## src/rtl/blkxfer_pkg.sv

```systemverilog
package blkxfer_pkg;

    localparam int DEF_NREG   = 16;
    localparam int DEF_AW     = 32;
    localparam int WORD_BYTES = 4;

    typedef enum logic [1:0] {
        ST_IDLE = 2'd0,
        ST_RUN  = 2'd1,
        ST_FIN  = 2'd2
    } seq_state_e;

    typedef struct packed {
        logic up;
        logic pre;
        logic wb;
        logic load;
    } xfer_mode_t;

endpackage

```

## src/rtl/blkxfer_span.sv

```systemverilog
module blkxfer_span #(
    parameter int NREG   = blkxfer_pkg::DEF_NREG,
    parameter int AW     = blkxfer_pkg::DEF_AW,
    parameter int WBYTES = blkxfer_pkg::WORD_BYTES
) (
    input  logic [NREG-1:0] mask_i,
    input  logic [AW-1:0]   base_i,
    input  logic            up_i,
    input  logic            pre_i,
    output logic [AW-1:0]   first_addr_o,
    output logic [AW-1:0]   final_base_o
);
    localparam int CNTW = $clog2(NREG + 1);

    logic [CNTW-1:0] cnt;
    logic [AW-1:0]   span;
    logic [AW-1:0]   step;

    always_comb begin
        cnt = '0;
        for (int i = 0; i < NREG; i++) begin
            cnt = cnt + CNTW'(mask_i[i]);
        end
    end

    assign step = AW'(WBYTES);
    assign span = AW'(cnt) * step;

    always_comb begin
        if (up_i) begin
            first_addr_o = pre_i ? (base_i + step) : base_i;
            final_base_o = base_i + span;
        end else begin
            first_addr_o = pre_i ? (base_i - span) : (base_i - span + step);
            final_base_o = base_i - span;
        end
    end
endmodule

```

## src/rtl/blkxfer_pick.sv

```systemverilog
module blkxfer_pick #(
    parameter int NREG = blkxfer_pkg::DEF_NREG,
    parameter int IDXW = $clog2(NREG)
) (
    input  logic [NREG-1:0] mask_i,
    output logic [IDXW-1:0] idx_o,
    output logic [NREG-1:0] rest_o,
    output logic            last_o
);
    always_comb begin
        idx_o = '0;
        for (int i = NREG - 1; i >= 0; i--) begin
            if (mask_i[i]) idx_o = IDXW'(i);
        end
    end

    assign rest_o = mask_i & (mask_i - NREG'(1));
    assign last_o = (rest_o == '0);
endmodule

```

## src/rtl/blkxfer_seq.sv

```systemverilog
module blkxfer_seq #(
    parameter int NREG = blkxfer_pkg::DEF_NREG,
    parameter int AW   = blkxfer_pkg::DEF_AW,
    parameter int IDXW = $clog2(NREG)
) (
    input  logic            clk_i,
    input  logic            rst_i,
    input  logic            start_i,
    input  logic [NREG-1:0] mask_i,
    input  logic [AW-1:0]   base_i,
    input  logic            dir_up_i,
    input  logic            pre_idx_i,
    input  logic            wb_en_i,
    input  logic            is_load_i,
    input  logic            mem_rdy_i,
    output logic            busy_o,
    output logic            rd_stb_o,
    output logic            wr_stb_o,
    output logic [IDXW-1:0] reg_idx_o,
    output logic [AW-1:0]   addr_o,
    output logic            done_o,
    output logic            wb_valid_o,
    output logic [AW-1:0]   wb_base_o
);
    import blkxfer_pkg::*;

    seq_state_e      state_q;
    xfer_mode_t      mode_q;
    xfer_mode_t      mode_in;
    logic [NREG-1:0] rem_q;
    logic [AW-1:0]   addr_q;
    logic [AW-1:0]   fin_q;

    logic [AW-1:0]   first_addr;
    logic [AW-1:0]   final_base;
    logic [NREG-1:0] rest;
    logic            last;
    logic            running;

    assign mode_in = '{up: dir_up_i, pre: pre_idx_i, wb: wb_en_i, load: is_load_i};

    blkxfer_span #(.NREG(NREG), .AW(AW), .WBYTES(WORD_BYTES)) u_span (
        .mask_i       (mask_i),
        .base_i       (base_i),
        .up_i         (dir_up_i),
        .pre_i        (pre_idx_i),
        .first_addr_o (first_addr),
        .final_base_o (final_base)
    );

    blkxfer_pick #(.NREG(NREG), .IDXW(IDXW)) u_pick (
        .mask_i (rem_q),
        .idx_o  (reg_idx_o),
        .rest_o (rest),
        .last_o (last)
    );

    always_ff @(posedge clk_i) begin
        if (rst_i) begin
            state_q <= ST_IDLE;
            mode_q  <= '0;
            rem_q   <= '0;
            addr_q  <= '0;
            fin_q   <= '0;
        end else begin
            unique case (state_q)
                ST_IDLE: begin
                    if (start_i) begin
                        mode_q  <= mode_in;
                        rem_q   <= mask_i;
                        addr_q  <= first_addr;
                        fin_q   <= final_base;
                        state_q <= (mask_i == '0) ? ST_FIN : ST_RUN;
                    end
                end
                ST_RUN: begin
                    if (mem_rdy_i) begin
                        rem_q  <= rest;
                        addr_q <= addr_q + AW'(WORD_BYTES);
                        if (last) state_q <= ST_FIN;
                    end
                end
                ST_FIN:  state_q <= ST_IDLE;
                default: state_q <= ST_IDLE;
            endcase
        end
    end

    assign running    = (state_q == ST_RUN);
    assign busy_o     = (state_q != ST_IDLE);
    assign rd_stb_o   = running &&  mode_q.load;
    assign wr_stb_o   = running && !mode_q.load;
    assign addr_o     = addr_q;
    assign done_o     = (state_q == ST_FIN);
    assign wb_valid_o = done_o && mode_q.wb;
    assign wb_base_o  = fin_q;
endmodule

```

## config.mk

```make
export PLATFORM = sky130hd
export DESIGN_NAME = blkxfer_seq
export DESIGN_NICKNAME = d
export VERILOG_FILES = /design/src/rtl/blkxfer_pkg.sv /design/src/rtl/blkxfer_span.sv /design/src/rtl/blkxfer_pick.sv /design/src/rtl/blkxfer_seq.sv
export SDC_FILE = /design/constraint.sdc
export NUM_CORES = 1
export LEC_CHECK = 0
export ABC_CLOCK_PERIOD_IN_PS = 7600
export BUFFER_PORTS_ARGS = -buffer_cell sky130_fd_sc_hd__buf_2
export CAP_MARGIN = 40
export CORE_MARGIN = 2
export CORE_UTILIZATION = 40
export DETAILED_ROUTE_END_ITERATION = 7
export PLACE_DENSITY = 0.6
export SETUP_SLACK_MARGIN = 0.3
export SLEW_MARGIN = 20
export SYNTH_ARGS = -nofsm -noshare
export SYNTH_HDL_FRONTEND = slang
export SYNTH_SLANG_ARGS = --single-unit
```

## constraint.sdc

```tcl
create_clock -name clk_i -period 7.6 [get_ports clk_i]
set_input_delay 0.38 -clock clk_i [delete_from_list [all_inputs] [get_ports clk_i]]
set_output_delay 0.38 -clock clk_i [all_outputs]
set_load 0.03 [all_outputs]
```

Yosys cells after proc, flatten, opt, wreduce, memory -nomap -nowiden

Index checks and enable logic that the tools add are counted.

Register bits after elaboration: 84
Output and inout bits: 73
Logic and storage cells: 76

Add/sub/neg operators: 21
Eq/ne operators: 5
Mux-type cells: 31
Bitwise logic cells: 1
Reduce and logical (&&, ||, !) cells: 12

Operators by type and width:

| cell                    | count |
|---|---|
| $mux W32                | 6 |
| $add A32 B3 Y32 const B | 3 |
| $add A5 B1 Y5           | 14 |
| $mux W4                 | 16 |
| $pmux W32 S2            | 1 |
| $add A32 B7 Y32         | 1 |
| $logic_not A16 Y1       | 2 |
| $mux W16                | 2 |
| $pmux W16 S2            | 1 |
| $sub A32 B7 Y32         | 1 |
| $and A16 B16 Y16        | 1 |
| $sub A16 B1 Y16 const B | 1 |
| $mux W2                 | 4 |
| $ne A2 B2 Y1 const B    | 3 |
| $reduce_and A3 Y1       | 2 |
| $pmux W2 S2             | 1 |
| $reduce_bool A2 Y1      | 2 |
| $logic_and A1 B1 Y1     | 3 |
| $add A1 B1 Y2           | 1 |
| $eq A2 B1 Y1 const B    | 1 |
| $eq A2 B2 Y1 const B    | 1 |
| $logic_not A2 Y1        | 1 |
| $reduce_and A2 Y1       | 1 |
| $logic_not A1 Y1        | 1 |

Depth between registers and ports, before layout

Gate-level depths: netlist of run 1.

Depth in word-level cells: 21
Mapped depth: 29
Depth with buffers taken out: 27

Hierarchy

Synthesis of run 1 repeated with hierarchy kept, for this count alone.

Cells, all modules: 1198
Area, all modules: 8515.7 sq um

By module, submodules not included:

| module       | instances | cells an instance | area an instance (sq um) |
|---|---|---|---|
| blkxfer_span | 1         | 614               | 4097.7 |
| blkxfer_seq  | 1         | 512               | 3928.8 |
| blkxfer_pick | 1         | 72                | 489.2 |

Least setup slack after synthesis of run 1

No wires, ideal clock.

Kind: input to register
Start: input port mask_i[0]
End: register addr_q[25] (netlist: addr_o[25])
Setup time: 95 ps
Arrival: 6747 ps
Data required time: 7505 ps
Setup slack: 758 ps
Cell stages on the path: 23
Cells stage by stage: inv_1 > ha_1 > inv_1 > fa_1 > fa_1 > fa_1 > fa_1 > fa_1 > fa_1 > nor2b_1 > o21a_1 > inv_1 > ha_1 > or3_4 > or3_1 > or3_1 > a222oi_1 > nand3_2 > nor4b_4 > mux2i_1 > a32oi_1 > xor2_1 > a221oi_1

Word-level cells in the longest chain between the ends: 21

Ends and longest elaborated chain:

| item                           | RTL line           | source |
|---|---|---|
| from (decl)                    | blkxfer_seq.sv:9   | `input logic [NREG-1:0] mask_i,` |
| $add A1 B1 Y2 *                | blkxfer_span.sv:22 | `cnt = cnt + CNTW'(mask_i[i]);` |
| $add A5 B1 Y5 * (14 in series) | blkxfer_span.sv:22 |  |
| $sub A32 B7 Y32 *              | blkxfer_span.sv:34 | `first_addr_o = pre_i ? (base_i - span) : (base_i - span + step);` |
| $add A32 B3 Y32                | blkxfer_span.sv:34 |  |
| $mux W32 *                     | blkxfer_span.sv:34 |  |
| $mux W32 *                     | blkxfer_span.sv:30 | `if (up_i) begin` |
| $mux W32 *                     | blkxfer_seq.sv:68  | `if (start_i) begin` |
| $pmux W32 S2 *                 | blkxfer_seq.sv:66  | `unique case (state_q)` |
| to (signal assigned)           | blkxfer_seq.sv:71  | `addr_q <= first_addr;` |
| to (signal assigned)           | blkxfer_seq.sv:79  | `addr_q <= addr_q + AW'(WORD_BYTES);` |
| to (decl)                      | blkxfer_seq.sv:31  | `logic [AW-1:0] addr_q;` |

Mark *: on every way between the ends. The rest lies on a longest branch, timed or not. The select of a mux whose other input is x is not followed.
A chain may end at the register's enable or synchronous reset.

Final worst setup path of run 1

Same ends and word-level chain as after synthesis.

==> results of run 1 <==
[flip-flops by register name, summed over array words and instances (netlist names)]
signal     count
rem_q         16
wb_base_o     32
mode_q         2
state_q        2
addr_o        32
[worst max-delay path, delay by kind of cell]
kind | cells | cell delay [ns]
adder cells (fa/ha/maj) | 8 | 3.29
AND/OR/NAND/NOR | 6 | 1.82
AO/OA/AOI/OAI | 4 | 0.82
buffers and inverters | 5 | 0.47
multiplexers | 1 | 0.23
XOR/XNOR | 1 | 0.18
[routing by layer]
metal / global-route usage / vias to the layer above
met2: 0.382 / 306
met4: 0.0618 / 0
met1: 0.388 / 3954
met5: 0 / -
met3: 0.0421 / 34
li1: - / 4162
[kinds of logic after synthesis]
family | after synthesis | share of synthesized area
AO/OA/AOI/OAI | 280 | 0.221
XOR/XNOR | 94 | 0.105
adder cells (fa/ha/maj) | 35 | 0.0665
buffers and inverters | 121 | 0.0698
flip-flops | 84 | 0.214
multiplexers | 15 | 0.0207
AND/OR/NAND/NOR | 488 | 0.304
[power groups by stage]
stage | Clock (mW) | Sequential, mW | Combinational [mW]
global placement | 0 | 0.633 | 1.54
CTS | 0.486 | 0.624 | 1.56
floorplan | 0 | 0.744 | 1.04
finish | 0.474 | 0.627 | 1.57
detailed placement | 0 | 0.633 | 1.55
global route | 0.499 | 0.639 | 1.74
[Yosys cell counts, drive strengths merged (3+ instances only)]
library cell	number	area (sq um)
a211oi	24	180
a21o	4	30.0
a21oi	96	480
a221oi	5	43.8
a22oi	5	37.5
a31oi	12	75.1
a32oi	3	26.3
and2	10	63.8
and3	13	81.3
and4	4	37.5
buf	13	100
clkbuf	65	288
dfxtp	84	1680
fa	12	240
ha	21	263
inv	43	161
mux2i	14	140
nand2	137	514
nand2b	6	37.5
nand3	50	255
nand3b	3	22.5
nand4	24	150
nor2	117	439
nor2b	9	56.3
nor3	45	235
nor3b	4	30.0
nor4	27	175
nor4b	3	41.3
o211ai	8	60.1
o21ai	71	355
o21bai	3	22.5
o221ai	5	43.8
o31ai	8	60.1
o32ai	7	61.3
o41ai	3	26.3
or2	11	68.8
or3	13	88.8
or4	8	60.1
xnor2	53	464
xor2	41	359
[metrics by stage]
step / area [sq um] / worst slack (ns) / std cells / util / hold WS, ns
after floorplan: 7870 / 0.758 / 1117 / - / 0.432
after global placement: 8610 / 0.433 / 1450 / 0.444 / 0.439
after detailed placement: 8640 / 0.281 / 1453 / 0.446 / 0.440
after CTS: 8950 / 0.643 / 1469 / 0.461 / 0.269
after global routing: 8990 / 0.339 / 1470 / 0.463 / 0.282
final: 8990 / 0.677 / 1470 / 0.463 / 0.283
[final timing paths]
kind,start,end,slack [ns],depth (start not counted)
max,mask_i[0],addr_o[25]$_SDFFE_PP0P_,0.68,25
min reg2reg,wb_base_o[10]$_SDFFE_PP0P_,wb_base_o[10]$_SDFFE_PP0P_,0.45,2
min,base_i[0],addr_o[0]$_SDFFE_PP0P_,0.28,3
max reg2reg,state_q[0]$_SDFFE_PP0P_,addr_o[19]$_SDFFE_PP0P_,4.67,7
[cell type report]
| type | instances | area (sq um) |
|---|---|---|
| Clock buffer | 9 | 225 |
| Clock inverter | 7 | 80.1 |
| Fill cell | 2064 | 10400 |
| Inverter | 43 | 161 |
| Multi-Input combinational cell | 912 | 5670 |
| Sequential cell | 84 | 1680 |
| Tap cell | 265 | 332 |
| Timing Repair Buffer | 150 | 833 |
[timing repair]
action / 4_1_cts / 5_1_grt
resized for setup: 0 / 2
setup buffers: 0 / 0
endpoints found under the setup margin: 0 / 1
==> run metrics, run 1 <==
minimum clock period=6.92 ns; Area Growth Syn to Fin=14.2%; Antenna Nets Post-Route=0; Mapped Area=7870 sq um; CP Data Arrival Time=7.18 ns; vias in the first global route=7,422; n_diodes=0; DRC violations left=0; I/O Buffers=128; WL met3=1890 um; setup TNS=0 ns; total global routing overflow=0; worst min path class=in2reg; commonest non-fill, non-tap cell in the layout=nand2_1; DR vias/cell=5.75; Comb pwr share=0.587; HPWL Detailed=20,300 um; H-tree Lvls=3; Max Fclk=0.144 GHz; CTS Buf Count=9; CTS Hold Bufs=0; Netlist cell types=77; clk sinks=84; CP peak stage delay=0.53 ns; most frequent cells in the layout=nand2_1 (137), buf_2 (130), nor2_1 (115); worst slew pin tran=0.968 ns; crit path kind=in2reg; CP required=7.86 ns; met1 wire length=13,200 um; Final nets=1,289; max_slew headroom=0.350; Initial Utilization=0.406; total power=2.67 mW; CP max stage cell=fa_1; WL/cell=18.4 um; core area=19,400 sq um; internal power=1.33 mW; yosys warns=0; # IOs=129; register area share after synthesis=0.214; Rows=51; Post-synth ARST share=0; CTS tree=done; largest net degree at the start of global routing=83; Bufs on Longest Clock Path=2; Clock Skew=0.0109 ns; sequential share of power=0.235; drt initial violations=749; net load switching power=1.33 mW; Worst Path Max Fanout=6; switching portion of total power=0.500; clock group share of total power=0.178; startpoint types=primary input; via count=8,456; predominant post-synthesis flop cell=dfxtp_1; Final Max Slew Viols=0; pwr/cell area=297 nW/um^2; met2 WL post-DR=11,700 um; clock slew at reported path FFs=0.07 ns; status=finished, final reports clean; Post-Syn Area per Cell=7.04 sq um; Yosys reg bits=84; chip height=144 um; Leakage=3.48 nW; Mapped Cells=1,117; peak supply drop=0.161 mV; Root Buffer=clkbuf_16; EDFF count, synth=0; DRT Wirelength=27,100 um; initial antenna violation count=0; RSZ-0062 raised after global routing=false; layout cells sized above 1=0.165; Die ar.=20,800 sq um; first-pass GRT wire length=41,900 um; total of max-cap violations=0; # setup viols final=0; Worst setup EP type=flop; Final Hold Viols=0; Routability Congestion=0.982; router iterations before antenna repair=5; most used cell, CP=fa_1; worst-skew pair later-pin latency=0.36 ns; highest metal used=met4; GRT Total Usage=0.258; Die Wd=144 um; post-synth net total=1,206; fin crit share=0.911
(Power assumes the default switching activity.)
==> run 2, diff against run 1 <==
--- a/config.mk
+++ b/config.mk
@@ -5,13 +5,13 @@
 export SDC_FILE = /design/constraint.sdc
 export NUM_CORES = 1
 export LEC_CHECK = 0
-export ABC_CLOCK_PERIOD_IN_PS = 7600
+export ABC_CLOCK_PERIOD_IN_PS = 6100
 export BUFFER_PORTS_ARGS = -buffer_cell sky130_fd_sc_hd__buf_2
 export CAP_MARGIN = 40
 export CORE_MARGIN = 2
 export CORE_UTILIZATION = 40
 export DETAILED_ROUTE_END_ITERATION = 7
-export PLACE_DENSITY = 0.6
+export PLACE_DENSITY = 0.62
 export SETUP_SLACK_MARGIN = 0.3
 export SLEW_MARGIN = 20
 export SYNTH_ARGS = -nofsm -noshare
==> constraint.sdc (replaced) <==
create_clock -name clk_i -period 6.1 [get_ports clk_i]
set_input_delay 0.305 -clock clk_i [delete_from_list [all_inputs] [get_ports clk_i]]
set_output_delay 0.305 -clock clk_i [all_outputs]
set_load 0.03 [all_outputs]
==> run 2 against run 1 <==
Effect of this change:
- the run now ends with negative setup slack left
- power grew 55%
- global-route usage rose by 0.76 points
- sequential power grew 25%
- first-iteration DRC count fell by 9.6%
- via count up 7.3%
- final area grew 17%
- sequential cell count unchanged
- register-to-register slack worse by 1.3 ns
- critical path type unchanged
==> run metrics, run 2 (synthesized netlist as in run 1, its figures left out) <==
clock slew at reported path FFs=0.07 ns (about the same); CP required=6.31 ns (-1.55 ns); Final Max Slew Viols=0 (unchanged); met3 Usage GRT=0.0437 (+0.00166); CTS Buf Count=9 (unchanged); net load switching power=1.95 mW (+47%); total of max-cap violations=0 (unchanged); sequential share of power=0.189 (-0.046); fin crit share=1.06; Initial Utilization=0.406 (unchanged); CTS tree=done; router iterations before antenna repair=7 (+2); Util after Layout=0.541 (+0.0772); minimum clock period=6.47 ns; WL/cell=17.9 um (-3.2%); max_slew headroom=0.414 (+0.0641); clock group share of total power=0.141 (-0.037); Comb pwr share=0.669 (+0.082); DR vias/cell=5.73 (-0.46%); Rows=51 (unchanged); drt initial violations=677 (-9.6%); total power=4.13 mW (+55%); # IOs=129 (unchanged); most frequent cells in the layout=nand2_1 (135), buf_2 (126), buf_4 (120); Min Hold Slack=0.204 ns (-0.0782 ns); HPWL Detailed=20,400 um (+0.62%); clk sinks=84 (unchanged); switching portion of total power=0.474 (-0.0264); H-tree Lvls=3 (unchanged); via count=9,076 (+7.3%); Cells after DPL=1,556 (+7.1%); GR peak layer=met2; I/O Buffers=128 (unchanged); Final Hold Viols=0 (unchanged); peak supply drop=0.241 mV (+50%); DRC violations left=0 (unchanged); initial antenna violation count=0 (unchanged); pwr/cell area=394 nW/um^2 (+33%); Final Worst Setup Slack=-0.366 ns (-1.04 ns); status=finished with violations; worst-skew pair later-pin latency=0.36 ns (about the same); crit path kind=in2reg; core area=19,400 sq um (unchanged); vias in the first global route=8,177 (+10%); DRT Wirelength=28,300 um (+4.4%); GRT Total Usage=0.265 (+0.00755); Clock Skew=0.00913 ns (-0.00176 ns); worst slew pin tran=0.871 ns (-0.0967 ns); failing checks=negative setup slack; Die Wd=144 um (unchanged); n_diodes=0 (unchanged); total global routing overflow=0 (unchanged); Die ar.=20,800 sq um (unchanged); Leakage=4.25 nW (+22%); grt met1 use=0.384 (-0.00449); Bufs on Longest Clock Path=2 (unchanged); chip height=144 um (unchanged); startpoint types=primary input; CTS Hold Bufs=0 (unchanged); Final nets=1,405 (+9.0%); RSZ-0062 raised after global routing=true; CP Data Arrival Time=6.68 ns (-0.50 ns); fin cells=1,585 (+7.8%); Max Fclk=0.155 GHz; first-pass GRT wire length=43,500 um (+3.8%); Root Buffer=clkbuf_16; # setup viols final=18 (+18); layout cells sized above 1=0.294 (+0.129); worst min path class=in2reg; Worst Path Max Fanout=4 (-2); Area Growth Syn to Fin=33.2%; met2 Resource Use GR=0.410 (+0.0276); Antenna Nets Post-Route=0 (unchanged); largest net degree at the start of global routing=83 (unchanged); internal power=2.17 mW (+63%); Worst setup EP type=flop; Routability Congestion=0.948 (-3.5%); commonest non-fill, non-tap cell in the layout=nand2_1
## run 2: repair_timing
action                                  4_1_cts  5_1_grt
setup buffers                                10        2
cloned                                        0        0
pin swaps                                    31       34
endpoints found under the setup margin       34       36
gates resized for setup                      60       54
## run 2: path summary, 6_finish.rpt
check	slack, ns	endpoint	cells past startpoint	from
worst max-delay path	-0.37	addr_o[19]$_SDFFE_PP0P_	27	mask_i[1]
worst min-delay path	0.20	state_q[0]$_SDFFE_PP0P_	2	start_i
worst max register to register	3.39	addr_o[30]$_SDFFE_PP0P_	10	addr_o[2]$_SDFFE_PP0P_
worst min register to register	0.45	wb_base_o[31]$_SDFFE_PP0P_	2	wb_base_o[31]$_SDFFE_PP0P_
## run 2: metal layers
layer | vias up | part of all wire
met4 | 0 | 0.019
li1 | 4401 | -
met3 | 43 | 0.066
met1 | 4288 | 0.47
met5 | - | 0
met2 | 344 | 0.45
## run 2: area by class of cell
class                   instances  area [sq um]
well taps                     265           332
inverters                      43           176
fillers                      1934          8910
flip-flops and latches         84          1680
multi-input cells             912          6210
clock buffers                   9           225
clock inverters                 6          70.1
repair buffers                266          1790
## run 2: worst max-delay path, cell delays in order
cell and delay (ns):
buf_8 0.09, inv_8 0.03, ha_4 0.25, inv_2 0.03, fa_1 0.52, fa_1 0.44
fa_1 0.51, fa_1 0.44, fa_2 0.39, fa_2 0.40, nor2b_1 0.12, o21a_1 0.20
inv_2 0.06, ha_4 0.17, or3_4 0.32, or3_4 0.38, or3_4 0.35, a222oi_1 0.36
buf_4 0.20, nand3_4 0.09, buf_6 0.14, buf_6 0.12, o311a_4 0.31, a21oi_2 0.12
o21ai_1 0.08, xnor2_1 0.18, a21oi_1 0.10
## run 2: power groups by stage
stage | Sequential (mW) | Combinational, mW | Clock, mW
finish | 0.782 | 2.76 | 0.583
global route | 0.798 | 3.02 | 0.614
CTS | 0.778 | 2.53 | 0.596
detailed placement | 0.790 | 2.34 | 0
global placement | 0.788 | 2.32 | 0
floorplan | 0.927 | 1.35 | 0
## run 2: through the flow
step	TNS, ns	setup WS [ns]	instance area (sq um)
4_1_cts	-2.10	-0.261	10200
2_1_floorplan	-4.59	-0.474	7980
6_report	-4.53	-0.366	10500
5_1_grt	-9.38	-0.625	10500
3_3_place_gp	-15.63	-0.738	9500
3_5_place_dp	-17.61	-0.905	9510
==> run 3, diff against run 2 <==
--- a/config.mk
+++ b/config.mk
@@ -8,7 +8,6 @@
 export ABC_CLOCK_PERIOD_IN_PS = 6100
 export BUFFER_PORTS_ARGS = -buffer_cell sky130_fd_sc_hd__buf_2
 export CAP_MARGIN = 40
-export CORE_MARGIN = 2
 export CORE_UTILIZATION = 40
 export DETAILED_ROUTE_END_ITERATION = 7
 export PLACE_DENSITY = 0.62
==> run 3 against run 2 <==
Effect of this change:
- the run still ends with negative setup slack left
- register-to-register slack worse by 0.50 ns
- sequential share of layout area is 0.18 points lower
- power is 1.5% higher
- cell count hardly changed
- die area is 2.8% lower
- first-iteration DRC count is 29% higher
- wire length is 0.51% higher
- largest cell class unchanged
- highest routed layer unchanged
==> run metrics, run 3 (synthesized netlist as in run 1, its figures left out) <==
hold_sp=is_load_i; Rows=50 (-2.0%); Bufs on Longest Clock Path=2 (unchanged); Final nets=1,408 (+0.21%); Root Buffer=clkbuf_16; Clock Skew=0.00960 ns (+0.000471 ns); DR vias/cell=5.75 (+0.43%); status=finished with violations; startpoint types=primary input; fin cells=1,584 (-0.063%); minimum clock period=6.43 ns (-0.0314 ns); CP peak stage delay=0.56 ns (+0.04 ns); Antenna Nets Post-Route=0 (unchanged); CTS Hold Bufs=0 (unchanged); worst r2r src=state_q[0]$_SDFFE_PP0P_; Leakage=4.31 nW (+1.5%); core area=19,000 sq um (-2.0%); Final Max Slew Viols=0 (unchanged); drt initial violations=871 (+29%); pwr/cell area=395 nW/um^2 (+0.34%); Area Growth Syn to Fin=34.8%; Final Worst Setup Slack=-0.334 ns (+0.0314 ns); pre-CTS setup slack=-0.807 ns (+0.0983 ns); post-route cell area=10,600 sq um (+1.1%); via count=9,109 (+0.36%); hold depth=3 (+1); HPWL Detailed=20,500 um (+0.44%); layout cells sized above 1=0.304 (+0.0104); clk sinks=84 (unchanged); Max Fclk=0.155 GHz (+0.49%); Placed Area=9500 sq um (-0.12%); max_slew headroom=0.392 (-0.0220); commonest non-fill, non-tap cell in the layout=nand2_1; DRT Wirelength=28,400 um (+0.51%); WL/cell=18.0 um (+0.57%); I/O Buffers=128 (unchanged); Initial Utilization=0.414 (+0.00811); GRT Total Usage=0.279 (+0.0139); Routability Congestion=0.955 (+0.71%); # IOs=129 (unchanged); total global routing overflow=0 (unchanged); first-pass GRT wire length=44,300 um (+1.9%); CP required=6.36 ns (+0.05 ns); H-tree Lvls=3 (unchanged); Die ar.=20,200 sq um (-2.8%); Worst Path Max Fanout=4 (unchanged); Die Wd=142 um (-1.4%); total power=4.19 mW (+1.5%); most frequent cells in the layout=nand2_1 (135), buf_2 (127), buf_4 (122); Fillers=1,833 (-5.2%); largest net degree at the start of global routing=83 (unchanged); crit path kind=in2reg; worst-skew pair later-pin latency=0.36 ns (about the same); RSZ-0062 raised after global routing=true; hold path endpoint=mode_q[0]$_SDFFE_PP0P_; CTS Buf Count=9 (unchanged); chip height=142 um (-1.4%); worst reg2reg setup slack=2.89 ns (-0.50 ns); worst slew pin tran=0.904 ns (+0.0327 ns); Final Hold Viols=0 (unchanged); worst min path class=in2reg; initial antenna violation count=0 (unchanged); most used cell, CP=fa_1; failing checks=negative setup slack; Cells after DPL=1,551 (-0.32%); CP max stage cell=fa_1; n_diodes=0 (unchanged); fin crit share=1.05 (-0.00515); peak supply drop=0.273 mV (+13%); DRC violations left=0 (unchanged); clock slew at reported path FFs=0.07 ns (about the same); CTS tree=done; CP Data Arrival Time=6.70 ns (+0.02 ns); setup TNS=-3.83 ns (+0.704 ns); # setup viols final=18 (unchanged); router iterations before antenna repair=8 (+1); FF-to-FF End=addr_o[24]$_SDFFE_PP0P_; vias in the first global route=8,112 (-0.79%); Worst setup EP type=flop; worst reg2reg path depth=10 (unchanged); total of max-cap violations=0 (unchanged)
-- run 3: cell count changes in the layout (fill, tap and decap cells not counted), moves of 2 or more --
| cell | previous run | this run |
|---|---|---|
| nor3_1 | 39 | 36 |
| o21ai_0 | 57 | 60 |
| o21ai_1 | 12 | 9 |
| xnor2_2 | 7 | 10 |
| a211oi_1 | 21 | 19 |
| a211oi_2 | 2 | 4 |
| a31oi_1 | 10 | 12 |
| a31oi_2 | 2 | 0 |
| buf_4 | 120 | 122 |
| nor3_2 | 4 | 6 |
| xnor2_1 | 45 | 43 |
-- run 3: final cells by class --
cell class	count	area [sq um]	area share
Clock buffer	9	225	0.0212
Tap cell	260	325	0.0307
Sequential cell	84	1680	0.159
Multi-Input combinational cell	912	6280	0.593
Inverter	43	176	0.0166
Clock inverter	7	103	0.00968
Timing Repair Buffer	269	1810	0.171
-- run 3: worst max-delay path by stage --
stage	start	endpoint	cells past startpoint
4_1_cts	mask_i[1]	addr_o[25]$_SDFFE_PP0P_	26
6_report	mask_i[1]	addr_o[25]$_SDFFE_PP0P_	26
5_1_grt	mask_i[1]	addr_o[27]$_SDFFE_PP0P_	28
3_5_place_dp	mask_i[1]	addr_o[27]$_SDFFE_PP0P_	27
2_1_floorplan	mask_i[1]	addr_o[17]$_SDFFE_PP0P_	22
3_3_place_gp	mask_i[1]	addr_o[27]$_SDFFE_PP0P_	27
-- run 3: per-layer routing --
layer | global-route usage | vias to the layer above | part of all wire
met5 | 0 | - | 0
met3 | 0.0471 | 42 | 0.070
met4 | 0.0707 | 0 | 0.016
li1 | - | 4387 | -
met2 | 0.422 | 359 | 0.45
met1 | 0.408 | 4321 | 0.47
-- run 3: what timing repair did --
| action | 4_1_cts | 5_1_grt |
|---|---|---|
| pin swaps | 50 | 33 |
| resized for setup | 67 | 57 |
| endpoints found under the setup margin | 35 | 41 |
| setup buffers | 9 | 5 |
| endpoints found under the hold margin | 0 | 0 |
-- run 3: critical path: cells and delay by family --
kind / cells / cell delay (ns)
muxes: 1 / 0.22
AOI/OAI and AO/OA: 4 / 0.85
and+or+nand+nor: 6 / 1.54
adders and majority gates: 8 / 3.07
buffers and inverters: 6 / 0.56
xor gates and xnor gates: 1 / 0.17
-- run 3: power breakdown --
group	total, mW	leakage [nW]	internal (mW)	switching, mW
registers	0.781	0.691	0.661	0.120
clock network	0.639	0.163	0.366	0.272
logic	2.77	3.46	1.20	1.57
total	4.19	4.31	2.22	1.96
-- run 3: metrics by stage --
step / hold WS [ns] / utilization
3_5_place_dp: 0.442 / 0.500
4_1_cts: 0.169 / 0.537
5_1_grt: 0.179 / 0.558
6_report: 0.175 / 0.558
2_1_floorplan: 0.432 / -
3_3_place_gp: 0.438 / 0.499
